$ cat src/rtl/mem_arb_pkg.sv
`timescale 1ns/1ps
package mem_arb_pkg;

    typedef enum logic {
        ARB_FIXED  = 1'b0,
        ARB_ROTATE = 1'b1
    } arb_mode_e;

endpackage

$ cat src/rtl/arb_clash_filter.sv
`timescale 1ns/1ps
module arb_clash_filter #(
    parameter int N  = 4,
    parameter int AW = 8
) (
    input  logic [N-1:0]    req_valid,
    input  logic [N-1:0]    req_write,
    input  logic [N*AW-1:0] req_addr,
    input  logic            busy_valid,
    input  logic            busy_write,
    input  logic [AW-1:0]   busy_addr,
    output logic [N-1:0]    eligible
);

    for (genvar i = 0; i < N; i++) begin : g_port
        logic same_addr;
        logic any_write;
        always_comb begin
            same_addr   = (req_addr[i*AW +: AW] == busy_addr);
            any_write   = busy_write | req_write[i];
            eligible[i] = req_valid[i] & ~(busy_valid & same_addr & any_write);
        end
    end

endmodule

$ cat src/rtl/arb_pick.sv
`timescale 1ns/1ps
module arb_pick #(
    parameter int N  = 4,
    parameter int PW = 2
) (
    input  logic [N-1:0]  eligible,
    input  logic [PW-1:0] start,
    output logic [N-1:0]  grant,
    output logic [PW-1:0] grant_idx,
    output logic          any
);

    always_comb begin
        int  pos;
        grant     = '0;
        grant_idx = '0;
        any       = 1'b0;
        for (int k = 0; k < N; k++) begin
            pos = int'(start) + k;
            if (pos >= N) pos = pos - N;
            if (!any && eligible[pos]) begin
                any        = 1'b1;
                grant[pos] = 1'b1;
                grant_idx  = PW'(pos);
            end
        end
    end

endmodule

$ cat src/rtl/arb_op_mux.sv
`timescale 1ns/1ps
module arb_op_mux #(
    parameter int N  = 4,
    parameter int AW = 8
) (
    input  logic [N-1:0]    grant,
    input  logic [N-1:0]    req_write,
    input  logic [N*AW-1:0] req_addr,
    output logic            fwd_write,
    output logic [AW-1:0]   fwd_addr
);

    always_comb begin
        fwd_write = 1'b0;
        fwd_addr  = '0;
        for (int i = 0; i < N; i++) begin
            fwd_write = fwd_write | (grant[i] & req_write[i]);
            fwd_addr  = fwd_addr  | ({AW{grant[i]}} & req_addr[i*AW +: AW]);
        end
    end

endmodule

$ cat src/rtl/mem_port_arbiter.sv
`timescale 1ns/1ps
module mem_port_arbiter
    import mem_arb_pkg::*;
#(
    parameter int        N    = 4,
    parameter int        AW   = 8,
    parameter arb_mode_e MODE = ARB_ROTATE
) (
    input  logic            clk,
    input  logic            rst_n,
    input  logic [N-1:0]    req_valid,
    input  logic [N-1:0]    req_write,
    input  logic [N*AW-1:0] req_addr,
    input  logic            busy_valid,
    input  logic            busy_write,
    input  logic [AW-1:0]   busy_addr,
    output logic [N-1:0]    grant,
    output logic            fwd_valid,
    output logic            fwd_write,
    output logic [AW-1:0]   fwd_addr
);

    localparam int PW = (N > 1) ? $clog2(N) : 1;
    localparam logic [PW-1:0] LAST = PW'(N - 1);

    typedef struct packed {
        logic [PW-1:0] ptr;
    } state_t;

    state_t        st_d, st_q;
    logic [N-1:0]  eligible;
    logic [PW-1:0] start;
    logic [PW-1:0] grant_idx;
    logic          any_grant;

    arb_clash_filter #(.N(N), .AW(AW)) u_filter (
        .req_valid  (req_valid),
        .req_write  (req_write),
        .req_addr   (req_addr),
        .busy_valid (busy_valid),
        .busy_write (busy_write),
        .busy_addr  (busy_addr),
        .eligible   (eligible)
    );

    always_comb start = (MODE == ARB_ROTATE) ? st_q.ptr : '0;

    arb_pick #(.N(N), .PW(PW)) u_pick (
        .eligible  (eligible),
        .start     (start),
        .grant     (grant),
        .grant_idx (grant_idx),
        .any       (any_grant)
    );

    arb_op_mux #(.N(N), .AW(AW)) u_mux (
        .grant     (grant),
        .req_write (req_write),
        .req_addr  (req_addr),
        .fwd_write (fwd_write),
        .fwd_addr  (fwd_addr)
    );

    always_comb fwd_valid = any_grant;

    // next-state: pointer moves past the winner, only when a grant is issued
    always_comb begin
        st_d = st_q;
        if (MODE == ARB_ROTATE && any_grant) begin
            st_d.ptr = (grant_idx == LAST) ? '0 : grant_idx + PW'(1);
        end
    end

    always_ff @(posedge clk) begin
        if (!rst_n) st_q <= '0;
        else        st_q <= st_d;
    end

    // ---------------- assertions ----------------
    a_r1_no_idle_grant: assert property (@(posedge clk) disable iff (!rst_n)
        (grant & ~req_valid) == '0);

    a_r11_onehot: assert property (@(posedge clk) disable iff (!rst_n)
        $onehot0(grant));

    a_r11_work_conserving: assert property (@(posedge clk) disable iff (!rst_n)
        (|eligible) |-> (|grant));

    a_r6_fwd_empty: assert property (@(posedge clk) disable iff (!rst_n)
        !fwd_valid |-> (grant == '0));

    a_r10_ptr_hold: assert property (@(posedge clk) disable iff (!rst_n)
        (grant == '0) |=> $stable(st_q.ptr));

    for (genvar i = 0; i < N; i++) begin : g_chk
        a_r6_fwd_match: assert property (@(posedge clk) disable iff (!rst_n)
            grant[i] |-> (fwd_valid && fwd_write == req_write[i]
                          && fwd_addr == req_addr[i*AW +: AW]));

        a_r3_no_clash_grant: assert property (@(posedge clk) disable iff (!rst_n)
            (grant[i] && busy_valid && req_addr[i*AW +: AW] == busy_addr)
                |-> !(busy_write || req_write[i]));

        if (MODE == ARB_FIXED && i > 0) begin : g_fix
            localparam logic [N-1:0] BELOW = N'((1 << i) - 1);
            a_r7_lowest_wins: assert property (@(posedge clk) disable iff (!rst_n)
                grant[i] |-> ((eligible & BELOW) == '0));
        end
    end

endmodule

$ cat config.mk
export PLATFORM = sky130hd
export DESIGN_NAME = mem_port_arbiter
export DESIGN_NICKNAME = d
export VERILOG_FILES = /design/src/rtl/mem_arb_pkg.sv /design/src/rtl/arb_clash_filter.sv /design/src/rtl/arb_pick.sv /design/src/rtl/arb_op_mux.sv /design/src/rtl/mem_port_arbiter.sv
export SDC_FILE = /design/constraint.sdc
export NUM_CORES = 1
export LEC_CHECK = 0
export BUFFER_PORTS_ARGS = -buffer_cell sky130_fd_sc_hd__clkbuf_2
export CORE_MARGIN = 4
export CORE_UTILIZATION = 50
export CTS_BUF_LIST = sky130_fd_sc_hd__clkbuf_8
export DETAILED_ROUTE_END_ITERATION = 8
export GPL_ROUTABILITY_DRIVEN = 1
export PLACE_DENSITY_LB_ADDON = 0.05
export SYNTH_ARGS = -nofsm -noshare
export SYNTH_HDL_FRONTEND = slang
export SYNTH_SLANG_ARGS = --single-unit
$ cat constraint.sdc
create_clock -name clk -period 5.7 [get_ports clk]
set_input_delay 0 -clock clk [delete_from_list [all_inputs] [get_ports clk]]
set_output_delay 0 -clock clk [all_outputs]
set_load 0.005 [all_outputs]
==> results.py <==
metrics = {
    "run_status": {
        "outcome": "complete, no violations",
    },
    "floorplanning": {
        "start_util_pct": 52.86,
        "rows": 20,
        "ios": 66,
        "die_area_um2": 4261,
        "core_area_um2": 3103,
        "dieHeight_um": 65.28,
        "die_x_um": 65.28,
    },
    "critical_path": {
        "crit_chain": "clkinv_1, ha_1, nand2_1, o221ai_1, o2bb2ai_1, a21oi_1, o2111ai_1, clkbuf_2",
        "crit_type": "register to output pin",
        "path_buf_inv": 2,
        "cp.required_ns": 5.70,
        "cp_max_fo": 13,
        "crit_arrival_ns": 4.04,
        "crit_slowest_cell": "o2bb2ai_1",
        "critical_path.startpoint_type": "register",
        "critPathCaptureType": "output pin",
        "cpPeakStageDelay_ns": 0.87,
        "crit_family": "compound AO/OA/AOI/OAI gates",
    },
    "cts": {
        "cts_buffers": 3,
        "cts.sinks": 2,
        "ctsHoldBuffers": 0,
        "cts-root-buf": "clkbuf_8",
        "cts.repair.resized": 0,
        "clock_latency_ns": 0.21,
        "cts.reportedPaths.clkPinSlew_ns": 0.03,
        "htreeDepth": 1,
        "cts_max_path_buffers": 2,
        "cts_tree": "yes",
        "post_cts_buffers": 0,
    },
    "route": {
        "vias": 2147,
        "drt-initial-drc-count": 199,
        "drc": 0,
        "drt-total-wl_mm": 5.841,
        "vias_per_cell": 6.566,
        "antenna_left": 0,
        "wl_per_cell_um": 17.86,
        "dr.pass1.iters": 6,
    },
    "global_routing": {
        "grt_pass1_wl_mm": 9.653,
        "grt_start_max_net_pins": 14,
        "grt_pass1_vias": 2061,
        "grt_overflow": 0,
        "track_usage_pct": 28.33,
        "grt_antenna_before_repair": 0,
    },
    "finish": {
        "final_nets": 343,
        "layout-drive-gt1-share_pct": 28.27,
        "max_flop_register": "st_q",
        "area_delta_synth_final_pct": 23.65,
        "top_regs": "st_q: 2 flops",
        "largest_reg_flops": 2,
        "fillers": 328,
        "insertedDiodeCount": 0,
    },
    "job": {
        "cap_viol_max_count": 0,
    },
    "logic_synthesis": {
        "postSynthAreaPerCell_um2": 7.389,
        "syn_inst": 222,
        "yosys_warnings": 0,
        "ys.flop_type": "dfxtp_1",
        "syn_area_um2": 1640,
        "ys_seq_elements": 2,
        "synth_nets": 280,
        "ys_seq_area_share_pct": 2.441,
        "synthArstFlopShare_pct": 0,
        "synth_edf_count": 0,
        "synth_cell_type_count": 52,
    },
    "timing": {
        "clock_skew_ns": 0.003756,
        "period_needed_ns": 4.041,
        "rsz0062_at_grt": "false",
        "hold_violations": 0,
        "max_clock_freq_mhz": 247.5,
        "setup_viol": 0,
        "setup_tns_ns": 0,
        "finalWorstSetupSlack_ns": 1.659,
        "drv_slew": 0,
        "slew_headroom_pct": 24.15,
        "tightest_slew_ns": 1.138,
        "whs_ns": 0.03289,
        "fin_crit_sh_pct": 70.90,
    },
    "pwr": {
        "p_comb_share_pct": 85.6,
        "pwr-share-clk_pct": 8.7,
        "ir_worst_vdd_mv": 0.1243,
        "p_switching_mw": 0.3439,
        "switching_share_pct": 52.83,
        "seq_power_share_pct": 5.7,
        "powerDensity_nw_per_um2": 321.0,
        "leakage_nw": 0.8814,
        "intPower_mw": 0.3070,
    },
    "placement": {
        "hpwl_mm": 4.531,
        "gp_congestion": 0.9589,
        "portBuffers": 65,
        "place_ws_ns": 1.994,
    },
    "min_path": {
        "hold_class": "input port to register",
    },
}
-- path summary, 6_finish.rpt --
path	startpoint	endpoint	slack [ns]	cells after the start
max	st_q[0]$_SDFFE_PN0P_	fwd_addr[0]	1.66	8
min	rst_n	st_q[1]$_SDFFE_PN0P_	0.03	3
max reg2reg	st_q[0]$_SDFFE_PN0P_	st_q[0]$_SDFFE_PN0P_	2.92	8
min reg2reg	st_q[1]$_SDFFE_PN0P_	st_q[0]$_SDFFE_PN0P_	0.73	1
-- Yosys cell counts (3+ instances only) --
master	count	area [um^2]
o2111ai_1	9	78.83
or4_1	4	30.03
nor2_1	12	45.04
a21oi_1	6	30.03
nor3_1	4	20.02
xor2_1	22	192.7
o31ai_4	3	63.81
a222oi_1	9	90.09
a221oi_1	10	87.58
o22ai_1	3	18.77
clkbuf_1	5	18.77
nand2_1	18	67.56
ha_1	6	75.07
xnor2_1	9	78.83
o31a_1	3	26.28
a311oi_1	3	26.28
nand2b_1	5	31.28
nand3_1	6	30.03
inv_1	17	63.81
o21ai_0	8	40.04
or2_2	3	18.77
nor2b_1	3	18.77
o31ai_1	3	22.52
a22o_1	18	157.7
-- power by group through the flow --
stage	Combinational (mW)	Clock, mW	Sequential, mW
after floorplan	0.391	0	0.0232
after global placement	0.549	0	0.0365
after detailed placement	0.550	0	0.0366
after CTS	0.553	0.0575	0.0363
after global routing	0.617	0.0603	0.0394
final	0.557	0.0563	0.0373
-- worst min-delay path: cells and delay by family --
family / cells / cell delay, ns
AO/OA/AOI/OAI: 1 / 0.04
buffers and inverters: 2 / 0.14
-- cells by family after synthesis --
logic type	after synthesis	synth area share (%)
mux	1	1.373
compound gates	93	48.59
xor+xnor	31	16.55
simple gates	64	20.29
flops	2	2.441
fa+ha+maj	6	4.577
buf+inv	25	6.178
-- layout by cell type, fill, tap and decap left out, types with 3 or more instances in the layout --
cell       instances
a311oi_1           3
o22ai_1            3
o2111ai_1          9
or2_2              3
o31ai_1            3
inv_1             17
a22o_1            18
nand2_1           18
or4_1              4
a221oi_1          10
a222oi_1           9
nor2b_1            3
nand2b_1           5
xor2_1            22
nor3_1             4
clkbuf_8           3
o31a_1             3
nand3_1            6
o21ai_0            8
a21oi_1            6
xnor2_1            9
ha_1               6
o31ai_4            3
nor2_1            12
clkbuf_2          65
-- area by class of cell --
cell class	count	area, um^2	area share [%]
Multi-Input combinational cell	195	1499	73.90
Clock buffer	3	41.29	2.036
Sequential cell	2	40.04	1.974
Timing Repair Buffer	65	325.3	16.04
Tap cell	44	55.05	2.714
Inverter	18	67.56	3.331
-- stage by stage --
step	instance area, um^2	power (mW)	utilization, %	instances
2_1_floorplan	1640	0.4139	-	222
3_3_place_gp	1987	0.5853	64.03	324
3_5_place_dp	1987	0.5866	64.03	324
4_1_cts	2028	0.6471	65.36	327
5_1_grt	2028	0.7169	65.36	327
6_report	2028	0.6510	65.36	327
-- metal layers --
| layer | wire length [um] | share of wire [%] | track usage, % | vias to the layer above |
|---|---|---|---|---|
| li1 | - | - | - | 1019 |
| met1 | 2480 | 42 | 38.89 | 1010 |
| met2 | 2776 | 48 | 48.04 | 113 |
| met3 | 544 | 9.3 | 1.880 | 5 |
| met4 | 40 | 0.68 | 6.736 | 0 |
| met5 | 0 | 0 | 0 | - |
No activity file was read; power rests on OpenSTA's default activity.
